--- src/rtl/coal_pkg.sv ---
package coal_pkg;
   // Summary status bit positions decoded by the interrupt handler
   localparam int RX_SUM_BIT = 13;
   localparam int TX_SUM_BIT = 16;
   // Fixed register offsets
   localparam int STAT_OFS   = 'h00;
   localparam int MASK_OFS   = 'h04;
   localparam int RXST_OFS   = 'h08;
   localparam int TXST_OFS   = 'h0C;
   localparam int TMO_BASE   = 'h2C;
endpackage

--- src/rtl/coal_tick_gen.sv ---
module coal_tick_gen #(
   parameter int DIV = 1024
) (
   input  logic clk,
   input  logic rst_n,
   output logic tick
);
   generate
      if (DIV < 1) begin : g_bad
         $error("coal_tick_gen: DIV must be at least 1");
      end
      if (DIV == 1) begin : g_every
         assign tick = 1'b1;
      end else begin : g_div
         localparam int PW = $clog2(DIV);
         localparam logic [PW-1:0] LAST = PW'(DIV - 1);
         logic [PW-1:0] pre_q;
         always_ff @(posedge clk) begin
            if (!rst_n)             pre_q <= '0;
            else if (pre_q == LAST) pre_q <= '0;
            else                    pre_q <= pre_q + 1'b1;
         end
         assign tick = (pre_q == LAST);
      end
   endgenerate
endmodule

--- src/rtl/coal_rx_ring.sv ---
module coal_rx_ring #(
   parameter int CNT_W = 9,
   parameter int TMO_W = 16
) (
   input  logic             clk,
   input  logic             rst_n,
   input  logic             tick,
   input  logic             done,
   input  logic [CNT_W-1:0] thr,
   input  logic [TMO_W-1:0] tmo,
   output logic             fire
);
   localparam logic [CNT_W-1:0] CNT_MAX = '1;
   localparam logic [TMO_W-1:0] TMR_MAX = '1;

   logic [CNT_W-1:0] cnt_q;
   logic [TMO_W-1:0] tmr_q;
   logic             run_q;
   logic             by_count, by_time;

   assign by_count = (thr != '0) && (cnt_q >= thr);
   assign by_time  = (tmo != '0) && run_q && (tmr_q >= tmo);
   assign fire     = by_count | by_time;

   always_ff @(posedge clk) begin
      if (!rst_n) begin
         cnt_q <= '0;
         tmr_q <= '0;
         run_q <= 1'b0;
      end else if (fire) begin
         // A completion in the firing cycle opens the next batch
         cnt_q <= done ? CNT_W'(1) : '0;
         run_q <= done;
         tmr_q <= '0;
      end else begin
         if (done && cnt_q != CNT_MAX) cnt_q <= cnt_q + 1'b1;
         if (done) run_q <= 1'b1;
         if (run_q && tick && tmr_q != TMR_MAX) tmr_q <= tmr_q + 1'b1;
      end
   end
endmodule

--- src/rtl/coal_tx_ring.sv ---
module coal_tx_ring #(
   parameter int CNT_W      = 9,
   parameter bit EMPTY_TRIG = 1'b1
) (
   input  logic             clk,
   input  logic             rst_n,
   input  logic             done,
   input  logic             empty,
   input  logic [CNT_W-1:0] thr,
   output logic             fire
);
   localparam logic [CNT_W-1:0] CNT_MAX = '1;

   logic [CNT_W-1:0] cnt_q;
   logic             by_count, by_drain;

   assign by_count = (thr != '0) && (cnt_q >= thr);

   generate
      if (EMPTY_TRIG) begin : g_drain
         logic empty_q;
         always_ff @(posedge clk) begin
            if (!rst_n) empty_q <= 1'b1;
            else        empty_q <= empty;
         end
         assign by_drain = empty && !empty_q && (cnt_q != '0);
      end else begin : g_nodrain
         assign by_drain = 1'b0;
      end
   endgenerate

   assign fire = by_count | by_drain;

   always_ff @(posedge clk) begin
      if (!rst_n)                        cnt_q <= '0;
      else if (fire)                     cnt_q <= done ? CNT_W'(1) : '0;
      else if (done && cnt_q != CNT_MAX) cnt_q <= cnt_q + 1'b1;
   end
endmodule

--- src/rtl/dma_irq_coalescer.sv ---
module dma_irq_coalescer
   import coal_pkg::*;
#(
   parameter int NUM_RX        = 17,
   parameter int NUM_TX        = 4,
   parameter int CNT_W         = 9,
   parameter int TMO_W         = 16,
   parameter int TICK_DIV      = 1024,
   parameter int ADDR_W        = 8,
   parameter bit TX_EMPTY_TRIG = 1'b1
) (
   input  logic              clk,
   input  logic              rst_n,
   input  logic              reg_valid,
   input  logic              reg_write,
   input  logic [ADDR_W-1:0] reg_addr,
   input  logic [31:0]       reg_wdata,
   output logic [31:0]       reg_rdata,
   input  logic [NUM_RX-1:0] rx_done,
   input  logic [NUM_TX-1:0] tx_done,
   input  logic [NUM_TX-1:0] tx_empty,
   output logic              irq
);
   localparam int RXT_BASE = TMO_BASE + 4 * NUM_RX;
   localparam int TXT_BASE = RXT_BASE + 4 * NUM_RX;
   localparam int MAP_END  = TXT_BASE + 4 * NUM_TX;

   generate
      if (NUM_RX < 1 || NUM_RX > 32) begin : g_chk_rx
         $error("dma_irq_coalescer: NUM_RX must be 1..32");
      end
      if (NUM_TX < 1 || NUM_TX > 32) begin : g_chk_tx
         $error("dma_irq_coalescer: NUM_TX must be 1..32");
      end
      if (CNT_W < 1 || CNT_W > 32 || TMO_W < 1 || TMO_W > 32) begin : g_chk_w
         $error("dma_irq_coalescer: field widths must be 1..32");
      end
      if (MAP_END > (1 << ADDR_W)) begin : g_chk_map
         $error("dma_irq_coalescer: register map exceeds address space");
      end
   endgenerate

   logic                         wr_en;
   logic                         tick;
   logic [NUM_RX-1:0][31:0]      rx_tmo_q;
   logic [NUM_RX-1:0][TMO_W-1:0] rx_tmo_w;
   logic [NUM_RX-1:0][CNT_W-1:0] rx_thr_q;
   logic [NUM_TX-1:0][CNT_W-1:0] tx_thr_q;
   logic [NUM_RX-1:0]            rx_fire;
   logic [NUM_TX-1:0]            tx_fire;
   logic [NUM_RX-1:0]            rx_st_q;
   logic [NUM_TX-1:0]            tx_st_q;
   logic                         rx_sum_q, tx_sum_q;
   logic [31:0]                  mask_q;

   assign wr_en = reg_valid && reg_write;

   coal_tick_gen #(.DIV(TICK_DIV)) u_tick (
      .clk(clk), .rst_n(rst_n), .tick(tick)
   );

   // Receive rings: storage, write decode and coalescing engine
   generate
      for (genvar i = 0; i < NUM_RX; i++) begin : g_rx
         localparam logic [ADDR_W-1:0] A_TMO = ADDR_W'(TMO_BASE + 4 * i);
         localparam logic [ADDR_W-1:0] A_THR = ADDR_W'(RXT_BASE + 4 * i);
         always_ff @(posedge clk) begin
            if (!rst_n) begin
               rx_tmo_q[i] <= '0;
               rx_thr_q[i] <= '0;
            end else if (wr_en) begin
               if (reg_addr == A_TMO) rx_tmo_q[i] <= reg_wdata;
               if (reg_addr == A_THR) rx_thr_q[i] <= reg_wdata[CNT_W-1:0];
            end
         end
         assign rx_tmo_w[i] = rx_tmo_q[i][TMO_W-1:0];
         coal_rx_ring #(.CNT_W(CNT_W), .TMO_W(TMO_W)) u_ring (
            .clk(clk), .rst_n(rst_n), .tick(tick), .done(rx_done[i]),
            .thr(rx_thr_q[i]), .tmo(rx_tmo_w[i]), .fire(rx_fire[i])
         );
      end
   endgenerate

   // Transmit rings
   generate
      for (genvar j = 0; j < NUM_TX; j++) begin : g_tx
         localparam logic [ADDR_W-1:0] A_THR = ADDR_W'(TXT_BASE + 4 * j);
         always_ff @(posedge clk) begin
            if (!rst_n)                           tx_thr_q[j] <= '0;
            else if (wr_en && reg_addr == A_THR)  tx_thr_q[j] <= reg_wdata[CNT_W-1:0];
         end
         coal_tx_ring #(.CNT_W(CNT_W), .EMPTY_TRIG(TX_EMPTY_TRIG)) u_ring (
            .clk(clk), .rst_n(rst_n), .done(tx_done[j]), .empty(tx_empty[j]),
            .thr(tx_thr_q[j]), .fire(tx_fire[j])
         );
      end
   endgenerate

   // Status (write-1-to-clear, a new event wins over a clear) and mask
   logic wr_stat, wr_rxst, wr_txst;
   assign wr_stat = wr_en && reg_addr == ADDR_W'(STAT_OFS);
   assign wr_rxst = wr_en && reg_addr == ADDR_W'(RXST_OFS);
   assign wr_txst = wr_en && reg_addr == ADDR_W'(TXST_OFS);

   always_ff @(posedge clk) begin
      if (!rst_n) begin
         rx_st_q  <= '0;
         tx_st_q  <= '0;
         rx_sum_q <= 1'b0;
         tx_sum_q <= 1'b0;
         mask_q   <= '0;
      end else begin
         rx_st_q  <= (rx_st_q & ~(wr_rxst ? reg_wdata[NUM_RX-1:0] : '0)) | rx_fire;
         tx_st_q  <= (tx_st_q & ~(wr_txst ? reg_wdata[NUM_TX-1:0] : '0)) | tx_fire;
         rx_sum_q <= (rx_sum_q && !(wr_stat && reg_wdata[RX_SUM_BIT])) || (|rx_fire);
         tx_sum_q <= (tx_sum_q && !(wr_stat && reg_wdata[TX_SUM_BIT])) || (|tx_fire);
         if (wr_en && reg_addr == ADDR_W'(MASK_OFS)) mask_q <= reg_wdata;
      end
   end

   assign irq = (rx_sum_q && mask_q[RX_SUM_BIT]) || (tx_sum_q && mask_q[TX_SUM_BIT]);

   // Read mux
   always_comb begin
      reg_rdata = '0;
      if (reg_addr == ADDR_W'(STAT_OFS)) begin
         reg_rdata[RX_SUM_BIT] = rx_sum_q;
         reg_rdata[TX_SUM_BIT] = tx_sum_q;
      end
      if (reg_addr == ADDR_W'(MASK_OFS)) reg_rdata = mask_q;
      if (reg_addr == ADDR_W'(RXST_OFS)) reg_rdata[NUM_RX-1:0] = rx_st_q;
      if (reg_addr == ADDR_W'(TXST_OFS)) reg_rdata[NUM_TX-1:0] = tx_st_q;
      for (int i = 0; i < NUM_RX; i++) begin
         if (reg_addr == ADDR_W'(TMO_BASE + 4 * i)) reg_rdata = rx_tmo_q[i];
         if (reg_addr == ADDR_W'(RXT_BASE + 4 * i)) reg_rdata[CNT_W-1:0] = rx_thr_q[i];
      end
      for (int j = 0; j < NUM_TX; j++) begin
         if (reg_addr == ADDR_W'(TXT_BASE + 4 * j)) reg_rdata[CNT_W-1:0] = tx_thr_q[j];
      end
   end
endmodule

--- config.mk ---
export PLATFORM = sky130hd
export DESIGN_NAME = dma_irq_coalescer
export DESIGN_NICKNAME = d
export VERILOG_FILES = /design/src/rtl/coal_pkg.sv /design/src/rtl/coal_tick_gen.sv /design/src/rtl/coal_rx_ring.sv /design/src/rtl/coal_tx_ring.sv /design/src/rtl/dma_irq_coalescer.sv
export SDC_FILE = /design/constraint.sdc
export NUM_CORES = 2
export LEC_CHECK = 0
export BUFFER_PORTS_ARGS = -buffer_cell sky130_fd_sc_hd__buf_4
export CORE_ASPECT_RATIO = 1.5
export CORE_UTILIZATION = 43
export DETAILED_ROUTE_END_ITERATION = 7
export PLACE_DENSITY = 0.66
export SYNTH_ARGS = -nofsm -noshare
export SYNTH_HDL_FRONTEND = slang
export SYNTH_SLANG_ARGS = --single-unit
--- constraint.sdc ---
create_clock -name clk -period 7.95 [get_ports clk]
set_input_delay 1.59 -clock clk [delete_from_list [all_inputs] [get_ports clk]]
set_output_delay 1.59 -clock clk [all_outputs]
set_load 0.05 [all_outputs]
==> flow_summary_export.csv <==
group,metric,value,unit
outcome,status,"finished with violations",
outcome,violations,"max-slew violations",
pwr,power_density,185,nW/um2
routing,met1Wirelength,93300,um
place,place_congestion,1.04,
layout,fill_cells,15242,
yosys,synth.area.top_cells,"dfxtp_1 (38%), nand2_1 (10%), ha_1 (9.7%)",
pwr,comb_power_share,4.5,%
worst_setup_path,r2r_start,"rx_tmo_q[452]",
worst_setup_path,r2r_cells,9,
yosys,syn_area_per_cell,7.73,um2
worst_setup_path,critical_path_class,"in -> out",
worst_setup_path,cp-start-kind,"primary input",
global_routing,grt_pass1_vias,62294,
worst_setup_path,crit_chain,"buf_4, or4b_1, nor2_2, buf_4, a22oi_1, o21ai_1, o221ai_1, a222oi_1, o31a_1, buf_4",
global_routing,antenna_found_initial,10,
routing,firstDrtPassIters,6,
yosys,synth_area,67500,um2
routing,viasPerCell,6.03,
pwr,p_int,10.4,mW
worst_setup_path,required,6.36,ns
die,rows,177,
die,fp.dieH,487,um
yosys,synth_enable_flop_cells,0,
clock_tree,htreeDepth,4,
yosys,ys_async_sr_fraction,0,%
sta,worst_pin_slew,1.61,ns
worst_setup_path,cp_max_fo,42,
yosys,syn_inst,8739,
routing,wl_per_cell,24.9,um
yosys,ys.flop_type,"dfxtp_1",
clock_tree,postCtsHoldBufs,0,
place,port_buffers,101,
clock_tree,cts_tree,"done",
global_routing,grt_pass1_wl,396000,um
yosys,synthDistinctLibCells,87,
die,ios,102,
worst_setup_path,startpoint,"reg_addr[3]",
pwr,ir_drop,0.000194,V
worst_setup_path,rr_endpoint,"g_rx[14].u_ring.tmr_q[1]",
global_routing,grt-ovfl-total,0,
layout,drive_gt1_share,5.77,%
die,dieArea,159000,um2
layout,area_delta_synth_final,10.3,%
yosys,ys_seq_area_share,37.9,%
worst_setup_path,crit_path_end_kind,"primary output",
worst_setup_path,crit_slowest_cell,"a222oi_1",
worst_setup_path,critPathCapture,"reg_rdata[1]",
sta,period_minus_slack,7.53,ns
global_routing,grt_max_degree,203,
clock_tree,cts_resized,0,
sta,rsz0062_at_grt,"no",
layout,seqCellArea,25600,um2
routing,met2_length,124000,um
routing,drt-total-wl,268000,um
worst_setup_path,cp_top_family,"compound AO/OA/AOI/OAI gates",
yosys,yosys_warnings,0,
die,core_area,155000,um2
yosys,synth_top_cell_by_area,"dfxtp_1",
min_path,hold_class,"reg -> reg",
routing,vias,64844,
layout,nets,9183,
routing,highest_layer,"met5",
pwr,leakagePower,26.4,nW
pwr,switching_power,3.40,mW
clock_tree,path_clk_slew,0.06,ns
clock_tree,cts_inserted_buffers,132,
worst_setup_path,cp_common_cell,"buf_4",
clock_tree,cts_root_buf,"clkbuf_16",
pwr,seq_power_share,47.0,%
worst_setup_path,crit_arrival,5.94,ns
worst_setup_path,crit_cells,10,
sta,hold_violations,0,
die,start_util,43.4,%
sta,finalSetupTns,0,ns
sta,fin_crit_sh,94.7,%
clock_tree,clock_latency,0.83,ns
routing,drt-initial-drc-count,6775,
clock_tree,cts_buffer_depth,3,
sta,final-setup-viol-count,0,
routing,dr_wl_met3,22800,um
clock_tree,cts.sinks,1280,
pwr,swShare,24.7,%
routing,drc_errors,0,
sta,slew_viol_final,3,
worst_setup_path,r2r_slack,3.50,ns
flow_run,drv_cap,0,
pwr,pwr-share-clk,48.5,%
layout,multi_input_area,38300,um2
routing,antenna_left,0,
place,place_hpwl,192000,um
global_routing,grt.total_usage,33.0,%
sta,fmax,133,MHz
pwr,power,13.8,mW
yosys,synth_top_area_share,37.9,%
clock_tree,post_cts_buffers,0,
worst_setup_path,crit_buf_inv,3,
sta,maxSlewHeadroom,-7.33,%
sta,fin_skew,0.0295,ns
die,die_w,326,um
yosys,yosys_register_bits,1280,
yosys,synth_nets,9333,
worst_setup_path,cp_slowest_stage_delay,1.31,ns
## routing by layer
layer  up-vias  track usage, %
met4         4            28.7
met3      1123            6.77
li1      29873               -
met1     30666            35.6
met5         -               0
met2      3178            54.9
## cells in the mapped netlist, drive strengths merged, types with 14 or more instances
library cell,number
a2111oi,32
nor2b,35
mux2i,93
mux2,14
inv,498
o21ai,210
ha,525
clkbuf,389
and3,73
nand3,235
dfxtp,1280
nand2b,54
nand4,181
nor2,847
a22oi,87
a21o,59
buf,97
o221ai,36
xor2,243
o2111ai,28
a211oi,80
o22ai,87
o21a,24
nor3,82
and2,15
a41oi,14
a221oi,40
o211ai,46
nand2,1813
and4,39
a21oi,996
nor4,106
a31oi,44
xnor2,131
a222oi,26
## worst min path at each step
| stage | start | to | slack [ns] | cells after the start |
|---|---|---|---|---|
| 2_1_floorplan | u_tick.g_div.pre_q[0] | u_tick.g_div.pre_q[0] | 0.43 | 1 |
| 4_1_cts | rx_tmo_q[28] | rx_tmo_q[28] | 0.45 | 2 |
| 6_report | rx_tmo_q[51] | rx_tmo_q[51] | 0.45 | 2 |
| 3_3_place_gp | rx_tmo_q[22] | rx_tmo_q[22] | 0.44 | 2 |
| 3_5_place_dp | rx_tmo_q[28] | rx_tmo_q[28] | 0.44 | 2 |
| 5_1_grt | rx_tmo_q[127] | rx_tmo_q[127] | 0.47 | 2 |
## power groups by stage
| stage | combinational (mW) | clock [mW] | sequential (mW) |
|---|---|---|---|
| 4_1_cts | 0.596 | 6.77 | 6.48 |
| 3_5_place_dp | 0.595 | 0 | 6.63 |
| 5_1_grt | 0.640 | 7.00 | 6.49 |
| 3_3_place_gp | 0.585 | 0 | 6.63 |
| 6_report | 0.618 | 6.70 | 6.49 |
| 2_1_floorplan | 0.352 | 0 | 6.61 |
## final cells by class
type / count / area share (%)
Tap cell: 2058 / 3.46
Clock buffer: 179 / 4.99
Multi-Input combinational cell: 6475 / 51.4
Antenna cell: 5 / 0.0168
Clock inverter: 59 / 1.14
Inverter: 498 / 2.52
Timing Repair Buffer: 202 / 2.10
Sequential cell: 1280 / 34.4
## metrics by stage
stage          worst slack, ns  std cells  area [um2]  util, %  hold WS [ns]
2_1_floorplan             1.91       8739       67500        -         0.426
3_3_place_gp             0.922      10512       69900     45.0         0.438
3_5_place_dp             0.924      10512       69900     45.0         0.444
4_1_cts                  0.913      10750       74500     47.9         0.452
5_1_grt                  0.498      10753       74500     47.9         0.469
6_report                 0.423      10756       74500     47.9         0.452
## worst min-delay path, stage by stage (launching register included)
cell     delay, ns
dfxtp_1       0.31
nand2_1       0.05
a21oi_1       0.05
## cells by family (layout without fill, tap and decap cells)
| group | after synthesis | after routing | share of synthesized area [%] |
|---|---|---|---|
| AO/OA/AOI/OAI | 1917 | 1917 | 17.2 |
| XOR/XNOR | 374 | 374 | 4.85 |
| adder cells (fa/ha/maj) | 525 | 525 | 9.73 |
| buffers and inverters | 984 | 938 | 5.63 |
| flip-flops | 1280 | 1280 | 37.9 |
| multiplexers | 108 | 108 | 1.65 |
| other | 0 | 5 | 0 |
| AND/OR/NAND/NOR | 3551 | 3551 | 23.0 |
## cell usage in the layout, fill, tap and decap left out, types with 36 or more instances in the layout
master,n
a211oi_1,80
a21o_1,59
a21oi_1,996
a221oi_1,40
a22oi_1,87
a31oi_1,44
and3_1,72
and4_1,39
buf_4,197
clkbuf_16,133
dfxtp_1,1280
ha_1,525
inv_1,497
mux2i_1,93
nand2_1,1812
nand2b_1,54
nand3_1,235
nand4_1,181
nor2_1,815
nor3_1,78
nor4_1,102
o211ai_1,46
o21ai_0,205
o221ai_1,36
o22ai_1,87
xnor2_1,131
xor2_1,243
## sequential cells by signal, summed over array words and instances, names as in the netlist, 10 cells and up
| signal | flops |
|---|---|
| g_rx.u_ring.tmr_q | 272 |
| rx_thr_q | 153 |
| mask_q | 32 |
| tx_thr_q | 36 |
| g_rx.u_ring.cnt_q | 153 |
| g_rx.u_ring.run_q | 17 |
| rx_tmo_q | 544 |
| u_tick.g_div.pre_q | 10 |
| g_tx.u_ring.cnt_q | 36 |
| rx_st_q | 17 |
Power figures use the tool's default switching activity.
